**src/rtl/dma_arb_pkg.sv**
```systemverilog
package dma_arb_pkg;
  typedef enum logic [1:0] {
    MODE_DEMAND  = 2'b00,
    MODE_SINGLE  = 2'b01,
    MODE_BLOCK   = 2'b10,
    MODE_CASCADE = 2'b11
  } xfer_mode_e;
endpackage

```
**src/rtl/dma_sw_req_reg.sv**
```systemverilog
module dma_sw_req_reg #(
  parameter int NCH = 4
) (
  input  logic           clk,
  input  logic           rst_n,
  input  logic [NCH-1:0] sw_set,
  input  logic [NCH-1:0] sw_clr,
  input  logic           master_clr,
  output logic [NCH-1:0] sw_q
);
  logic [NCH-1:0] sw_d;

  always_comb begin
    if (master_clr) sw_d = '0;
    else            sw_d = (sw_q | sw_set) & ~sw_clr;
  end

  always_ff @(posedge clk or negedge rst_n) begin
    if (!rst_n) sw_q <= '0;
    else        sw_q <= sw_d;
  end
endmodule

```
**src/rtl/dma_req_qualify.sv**
```systemverilog
module dma_req_qualify
  import dma_arb_pkg::*;
#(
  parameter int NCH = 4
) (
  input  logic [NCH-1:0]   hw_req,
  input  logic [NCH-1:0]   sw_q,
  input  logic [NCH-1:0]   chan_mask,
  input  logic [2*NCH-1:0] chan_mode,
  output logic [NCH-1:0]   eff_req
);
  for (genvar g = 0; g < NCH; g++) begin : g_ch
    xfer_mode_e md;
    logic       hw_ok;
    logic       sw_ok;
    assign md      = xfer_mode_e'(chan_mode[2*g +: 2]);
    assign hw_ok   = hw_req[g] && (md != MODE_CASCADE);
    assign sw_ok   = sw_q[g] && (md == MODE_BLOCK);
    assign eff_req[g] = !chan_mask[g] && (hw_ok || sw_ok);
  end
endmodule

```
**src/rtl/dma_prio_pick.sv**
```systemverilog
module dma_prio_pick #(
  parameter int NCH = 4,
  localparam int IW = (NCH > 1) ? $clog2(NCH) : 1
) (
  input  logic [NCH-1:0] eff_req,
  output logic [NCH-1:0] win_onehot,
  output logic [IW-1:0]  win_idx
);
  always_comb begin
    win_onehot = '0;
    win_idx    = '0;
    for (int i = NCH - 1; i >= 0; i--) begin
      if (eff_req[i]) begin
        win_onehot    = '0;
        win_onehot[i] = 1'b1;
        win_idx       = IW'(i);
      end
    end
  end
endmodule

```
**src/rtl/dma_req_arbiter.sv**
```systemverilog
module dma_req_arbiter #(
  parameter int NCH = 4,
  localparam int IW = (NCH > 1) ? $clog2(NCH) : 1
) (
  input  logic             clk,
  input  logic             rst_n,
  input  logic [NCH-1:0]   hw_req,
  input  logic [NCH-1:0]   chan_mask,
  input  logic [2*NCH-1:0] chan_mode,
  input  logic [NCH-1:0]   sw_set,
  input  logic [NCH-1:0]   sw_clr,
  input  logic             master_clr,
  input  logic             svc_active,
  output logic             pend,
  output logic [NCH-1:0]   live_onehot,
  output logic [IW-1:0]    live_idx,
  output logic             ch0_top,
  output logic [NCH-1:0]   sel_onehot,
  output logic [IW-1:0]    sel_idx,
  output logic             sel_valid
);
  logic [NCH-1:0] sw_q;
  logic [NCH-1:0] eff_req;
  logic           svc_q;
  logic           cap_en;
  logic           clr_en;
  logic [NCH-1:0] sel_onehot_d;
  logic [IW-1:0]  sel_idx_d;
  logic           sel_valid_d;

  dma_sw_req_reg #(.NCH(NCH)) u_swreg (
    .clk        (clk),
    .rst_n      (rst_n),
    .sw_set     (sw_set),
    .sw_clr     (sw_clr),
    .master_clr (master_clr),
    .sw_q       (sw_q)
  );

  dma_req_qualify #(.NCH(NCH)) u_qual (
    .hw_req    (hw_req),
    .sw_q      (sw_q),
    .chan_mask (chan_mask),
    .chan_mode (chan_mode),
    .eff_req   (eff_req)
  );

  dma_prio_pick #(.NCH(NCH)) u_pick (
    .eff_req    (eff_req),
    .win_onehot (live_onehot),
    .win_idx    (live_idx)
  );

  assign pend    = |eff_req;
  assign ch0_top = eff_req[0];

  // capture on entry into service, clear once service has ended
  assign cap_en = svc_active && !svc_q;
  assign clr_en = !svc_active;

  always_comb begin
    sel_onehot_d = sel_onehot;
    sel_idx_d    = sel_idx;
    sel_valid_d  = sel_valid;
    if (cap_en) begin
      sel_onehot_d = live_onehot;
      sel_idx_d    = live_idx;
      sel_valid_d  = pend;
    end else if (clr_en) begin
      sel_onehot_d = '0;
      sel_idx_d    = '0;
      sel_valid_d  = 1'b0;
    end
  end

  always_ff @(posedge clk or negedge rst_n) begin
    if (!rst_n) begin
      svc_q      <= 1'b0;
      sel_onehot <= '0;
      sel_idx    <= '0;
      sel_valid  <= 1'b0;
    end else begin
      svc_q      <= svc_active;
      sel_onehot <= sel_onehot_d;
      sel_idx    <= sel_idx_d;
      sel_valid  <= sel_valid_d;
    end
  end
endmodule

```
**config.mk**
```make
export PLATFORM = sky130hd
export DESIGN_NAME = dma_req_arbiter
export DESIGN_NICKNAME = d
export VERILOG_FILES = /design/src/rtl/dma_arb_pkg.sv /design/src/rtl/dma_sw_req_reg.sv /design/src/rtl/dma_req_qualify.sv /design/src/rtl/dma_prio_pick.sv /design/src/rtl/dma_req_arbiter.sv
export SDC_FILE = /design/constraint.sdc
export NUM_CORES = 1
export LEC_CHECK = 0
export ABC_AREA = 1
export BUFFER_PORTS_ARGS = -buffer_cell sky130_fd_sc_hd__buf_2
export CAP_MARGIN = 20
export CORE_MARGIN = 2
export CORE_UTILIZATION = 41
export DETAILED_ROUTE_END_ITERATION = 10
export PLACE_DENSITY = 0.81
export SETUP_SLACK_MARGIN = 0.2
export SYNTH_ARGS = -nofsm -noshare
export SYNTH_HDL_FRONTEND = slang
export SYNTH_SLANG_ARGS = --single-unit
```
**constraint.sdc**
```tcl
create_clock -name clk -period 1.1 [get_ports clk]
set_input_delay 0.055 -clock clk [delete_from_list [all_inputs] [get_ports clk]]
set_output_delay 0.055 -clock clk [all_outputs]
set_load 0.005 [all_outputs]
```
==> results of run 1 <==
## critical path: stages, from the launching register on
cell and delay [ns]:
dfrtp_1 0.35, nand2_1 0.07, nand2_2 0.07, nand3_2 0.08, nor2_2 0.14, nand2_1 0.09
nor2_2 0.08, buf_2 0.11
## power groups by stage
stage          Combinational (W)  Sequential (W)  Clock, W
4_1_cts                 0.000300        0.000472  0.000256
2_1_floorplan           0.000123        0.000481         0
3_5_place_dp            0.000230        0.000481         0
6_report                0.000333        0.000474  0.000258
3_3_place_gp            0.000224        0.000480         0
5_1_grt                 0.000365        0.000475  0.000285
## synthesized netlist by cell type (all sizes together)
cell	count	area share [%]
nand2	37	24
clkinv	4	2.1
nor3	4	2.9
nor2	11	7.7
o21ai	2	1.4
buf	1	1.1
nand3	6	9.3
dfrtp	12	43
a21oi	1	0.71
inv	13	7.0
nand4	1	0.89
## routing by layer
layer | part of all wire (%) | track usage [%]
met5 | 0 | 0
met2 | 54 | 37.4
met1 | 40 | 23.8
met3 | 6.0 | 3.20
met4 | 0.79 | 7.06
## kinds of logic after synthesis
family,after synthesis,synth area share (%)
simple gates,59,44.8
buf+inv,18,10.2
flops,12,42.9
compound gates,3,2.14
## sequential cells by signal (all words and copies together), names as in the netlist
signal / cells
sel_onehot: 4
u_swreg.sw_q: 4
sel_idx: 2
sel_valid: 1
svc_q: 1
## final cells by class
type / count / area, sq um
sequential: 12 / 300
clock buffer: 3 / 22.5
multi-input combinational: 62 / 373
timing repair buffer: 60 / 400
tap: 16 / 20.0
inverter: 17 / 71.3
fill: 117 / 372
## final timing paths
check,depth (start not counted),slack [ns],endpoint
max in group asynchronous,2,0.70,u_swreg.sw_q[2]$_DFF_PN0_
min,3,0.06,u_swreg.sw_q[3]$_DFF_PN0_
max,7,-0.20,live_onehot[3]
max reg2reg,8,-0.09,sel_onehot[3]$_DFFE_PN0P_
min in group asynchronous,2,0.20,sel_onehot[2]$_DFFE_PN0P_
min reg2reg,2,0.49,sel_onehot[3]$_DFFE_PN0P_
## what timing repair did
item / in CTS / in global routing
buffers inserted: 8 / 3
resized for setup: 14 / 9
endpoints found under the setup margin: 14 / 15
hold buffers: 7 / 0
pin swaps: 7 / 7
gates cloned: 0 / 0
hold endpoints to repair: 17 / 0
## stage by stage
| stage | setup WS [ns] | TNS [ns] | instance area (sq um) | hold WS, ns | power [W] |
|---|---|---|---|---|---|
| 2_1_floorplan | 0.166 | 0 | 701 | -0.241 | 0.000604 |
| 5_1_grt | -0.274 | -2.23 | 1190 | 0.0669 | 0.00112 |
| 4_1_cts | -0.263 | -1.43 | 1130 | 0.0573 | 0.00103 |
| 3_3_place_gp | 0.0758 | 0 | 923 | -0.0618 | 0.000704 |
| 3_5_place_dp | -0.000535 | -0.000535 | 923 | -0.0619 | 0.000711 |
| 6_report | -0.199 | -1.35 | 1190 | 0.0553 | 0.00106 |
==> summary.txt, run 1 <==
Run status
  • Status: finished, violations left
  • Violated checks: setup timing

CTS
  • H-tree levels: 1
  • CTS Buffer Depth: 2
  • TritonCTS Buffers: 3
  • Clock latency at the later pin of the worst-skew pair: approximately 0.26 ns
  • Clock Root Buffer: clkbuf_4
  • Clk slew on worst S/H paths: 0.07 ns
  • CTS tree: built
  • Sink Count: 12

Die
  • Placement Rows: 14
  • Height of the die: around 45 um
  • Starting Density: between 40 and 50%
  • DIE WIDTH: between 40 and 50 um
  • I/O pin count: 43
  • Std-Cell Core Area: around 0.0016 sq mm
  • DIE AREA: a little over 0.002 sq mm

Drt
  • Routed WL per cell: roughly 11 um
  • Routed wire length: about 1.9 mm
  • Vias per cell: between 4 and 5
  • Initial drt markers: 15
  • DRC: 0
  • Antenna viol nets, final: 0
  • Drt first pass iters: 5
  • DR vias: 802

Global route
  • Largest net degree at the start of global routing: 13
  • Antenna violations before repair: 0
  • Gr ovfl total: 0
  • Vias in the first global route: 730
  • Tot GR Track Use: just over 20%
  • First-pass GRT wire length: about 3 mm

Synthesis
  • Avg Inst Size Synth: between 7 and 8 sq um
  • Synthesized net count: 120
  • Sequential area share after synthesis: 42.9%
  • Synthesized area: about 700 sq um
  • Ys Warns: 0
  • Seq cells post-synth: 12
  • Gate Count Post-Synth: just over 90
  • Unique masters post-synth: 18

Power
  • Sw Pwr: slightly above 0.0003 W
  • Clock power share: approximately a quarter
  • Int Pwr: approximately 0.00076 W
  • Gate power share: between 30% and 40%
  • Peak VDD IR: just over 1000 uV
  • Reg power frac: approximately 45%
  • Sw Ratio: 28.8%
  • Leakage Power: 0.687 nW
  • Pwr/cell area: between 800 and 900 mW/mm^2

Critical path
  • Arr. time, crit path: 1.24 ns
  • WS Path Type: flip-flop to output port
  • Req. time, crit path: roughly 1.0 ns
  • Maximum fanout along the worst path: 2
  • R2r startpoint: u_swreg.sw_q[0]$_DFF_PN0_
  • Crit path launch: u_swreg.sw_q[3]$_DFF_PN0_
  • Startpoint types: flip-flop
  • Worst Setup End Kind: output port

Placement
  • GP Congestion: about 0.75
  • IO Port Bufs: 42
  • Half-perimeter wire length after placement: between 1 and 1.5 mm
  • # placed instances: 149

Job
  • Max cap viols: 0

STA
  • Hold Fails Final Rpt: 0
  • Max-slew headroom: 82.9%
  • Worst-Margin Slew: roughly 0.26 ns
  • Final Max Tran Viols: 0
  • Maximum clock frequency: around 0.77 GHz
  • Clk_skew: approximately 0.0050 ns
  • RSZ-0062 raised after global routing: true
  • Number of setup violations in the final report: 11
  • Period minus WS final: 1.30 ns
  • Post-route clock period utilization: 118%
  • Post-route setup slack: -0.199 ns

Worst hold path
  • Min-Delay Path Class: input pin to flip-flop
  • Worst Min Path Start: sw_set[3]

Layout
  • Area delta synth->final: 69.5%
  • Most frequent cells in the layout: buf_2, nand2_1, dfrtp_1, nand2_2, buf_6
  • ANT cells: 0
  • Cell Count, Final, Fillers Out: 170
  • Final Util: 76.2%
  • Share of layout cells above drive strength 1: a little under three fifths
  • Most common cell after layout, fill and taps aside: buf_2
  • Layout net count: between 150 and 200
No activity file was read; power rests on OpenSTA's default activity.
==> run 2, diff against run 1 <==
- BUFFER_PORTS_ARGS: -buffer_cell sky130_fd_sc_hd__buf_2 -> -buffer_cell sky130_fd_sc_hd__buf_4
- CORE_ASPECT_RATIO: default -> 0.8
==> summary.txt, run 2 (synthesis results as in run 1) <==
Critical path
  • Req. time, crit path: 1.04 ns (about the same)
  • Worst Setup End Kind: output port (unchanged)
  • Maximum fanout along the worst path: 2 (unchanged)
  • Arr. time, crit path: 1.39 ns (was 1.24 ns)
  • WS Path Type: flip-flop to output port (unchanged)
  • Startpoint types: flip-flop (unchanged)

Layout
  • ANT cells: 0 (unchanged)
  • Most common cell after layout, fill and taps aside: buf_4 (was buf_2)
  • Layout net count: 190 (was 184)
  • Final Cell Area: 0.00141 sq mm (was 0.00119 sq mm)
  • Biggest registers after layout: sel_onehot x4, u_swreg.sw_q x4, sel_idx x2 (unchanged)
  • Most frequent cells in the layout: buf_4, nand2_1, dfrtp_1, nand2_2, buf_6 (was buf_2, nand2_1, dfrtp_1, nand2_2, buf_6)
  • Area delta synth->final: 102% (was 69.5%)
  • Share of layout cells above drive strength 1: 61.5% (was 56.5%)

STA
  • Max-slew headroom: 85.2% (was 82.9%)
  • Period minus WS final: 1.45 ns (was 1.30 ns)
  • RSZ-0062 raised after global routing: true (unchanged)
  • Maximum clock frequency: 0.690 GHz (was 0.770 GHz)
  • Final Max Tran Viols: 0 (unchanged)
  • Number of setup violations in the final report: 13 (was 11)
  • Clk_skew: 0.00196 ns (was 0.00499 ns)
  • Post-Route Setup TNS: -2.92 ns (was -1.35 ns)
  • Post-route clock period utilization: 132% (was 118%)
  • Hold Fails Final Rpt: 0 (unchanged)
  • Post-route setup slack: -0.350 ns (was -0.199 ns)
  • Min Hold Slack: 0.0494 ns (was 0.0553 ns)
  • Worst-Margin Slew: 0.221 ns (was 0.256 ns)

CTS
  • CTS tree: built (unchanged)
  • Clock Root Buffer: clkbuf_4 (unchanged)
  • TritonCTS Buffers: 3 (unchanged)
  • Clk slew on worst S/H paths: 0.07 ns (about the same)
  • H-tree levels: 1 (unchanged)
  • Clock latency at the later pin of the worst-skew pair: 0.27 ns (was 0.26 ns)
  • CTS Buffer Depth: 2 (unchanged)
  • Sink Count: 12 (unchanged)

Power
  • Peak VDD IR: 638 uV (was 1020 uV)
  • Pwr/cell area: 900 mW/mm^2 (was 897 mW/mm^2)
  • Leakage Power: 0.770 nW (was 0.687 nW)
  • Power Total: 0.00127 W (was 0.00106 W)

Run status
  • Violated checks: setup timing (unchanged)
  • Status: finished, violations left (unchanged)

Placement
  • Half-perimeter wire length after placement: 1.46 mm (was 1.29 mm)
  • Placed Area: 0.00104 sq mm (was 923 sq um)
  • IO Port Bufs: 42 (unchanged)
  • GP Congestion: 0.756 (was 0.755)

Global route
  • Tot GR Track Use: 24.6% (was 20.4%)
  • Largest net degree at the start of global routing: 13 (unchanged)
  • First-pass GRT wire length: 3.59 mm (was 3.02 mm)
  • Gr ovfl total: 0 (unchanged)
  • Antenna violations before repair: 0 (unchanged)
  • Vias in the first global route: 867 (was 730)

Drt
  • DR vias: 902 (was 802)
  • DRC: 0 (unchanged)
  • Routed WL per cell: 15.8 um (was 11.2 um)
  • Routed wire length: 2.89 mm (was 1.91 mm)
  • Antenna viol nets, final: 0 (unchanged)
  • Vias per cell: 4.93 (was 4.72)
  • Initial drt markers: 8 (was 15)
  • Drt first pass iters: 4 (was 5)

Die
  • Placement Rows: 13 (was 14)
  • DIE WIDTH: 50.2 um (was 45.3 um)
  • DIE AREA: 0.00206 sq mm (about the same)
  • I/O pin count: 43 (unchanged)
  • Height of the die: 41.0 um (was 45.3 um)
  • Std-Cell Core Area: 0.00161 sq mm (was 0.00156 sq mm)
  • Starting Density: 43.5% (was 44.9%)

Worst hold path
  • Min-Delay Path Class: input pin to flip-flop (unchanged)

Job
  • Max cap viols: 0 (unchanged)
[run 2: cell count changes in the layout (fill, tap and decap cells not counted), sizes merged]
cell    change
clkbuf      +1
buf         +6
[run 2: path summary, 6_finish.rpt]
path                                            from  cells past startpoint  slack, ns                        end
max in group asynchronous                      rst_n                      2       0.78  u_swreg.sw_q[3]$_DFF_PN0_
min reg2reg                sel_onehot[2]$_DFFE_PN0P_                      2       0.53  sel_onehot[2]$_DFFE_PN0P_
min in group asynchronous                      rst_n                      2       0.17      sel_valid$_DFFE_PN0P_
max                        u_swreg.sw_q[3]$_DFF_PN0_                      7      -0.35             live_onehot[3]
min                                        sw_set[2]                      3       0.05  u_swreg.sw_q[2]$_DFF_PN0_
max reg2reg                u_swreg.sw_q[0]$_DFF_PN0_                      8      -0.23  sel_onehot[3]$_DFFE_PN0P_
[run 2: through the flow]
stage,std cells,setup WS (ns),utilization [%]
floorplan,92,0.166,-
global placement,155,0.0583,64.3
detailed placement,155,-0.00384,64.3
CTS,176,-0.252,79.5
global route,183,-0.384,87.7
finish,183,-0.350,87.7
[run 2: where the power goes]
part | switching (W) | internal (W) | leakage (nW) | total (W)
Clock | 0.000149 | 0.000201 | 0.0210 | 0.000350
Sequential | 0.0000151 | 0.000461 | 0.161 | 0.000476
Combinational | 0.000203 | 0.000242 | 0.588 | 0.000445
[run 2: final cells by class]
class / count / area [sq um]
Multi-Input combinational cell: 62 / 417
Inverter: 17 / 68.8
Fill cell: 63 / 198
Tap cell: 22 / 27.5
Timing Repair Buffer: 66 / 563
Sequential cell: 12 / 300
Clock buffer: 4 / 36.3
[run 2: critical path: stages, from the launching register on]
cell and delay [ns]:
dfrtp_1 0.37, nand2_1 0.08, nand2_2 0.11, nand3_4 0.10, nor2_4 0.15, nand2_2 0.09
nor2_2 0.10, buf_4 0.11
[run 2: what timing repair did]
action | 4_1_cts | 5_1_grt
endpoints found under the hold margin | 17 | 0
gates resized for setup | 17 | 18
pin swaps | 7 | 10
endpoints found under the setup margin | 14 | 15
hold buffers | 7 | 0
buffers inserted | 10 | 7
[run 2: layer usage]
metal  wire (um)  track usage [%]  vias up
li1            -                -      416
met1        1100             25.8      415
met2        1520             47.4       54
met3         159             5.47       17
met4         107             15.3        0
met5           0                0        -
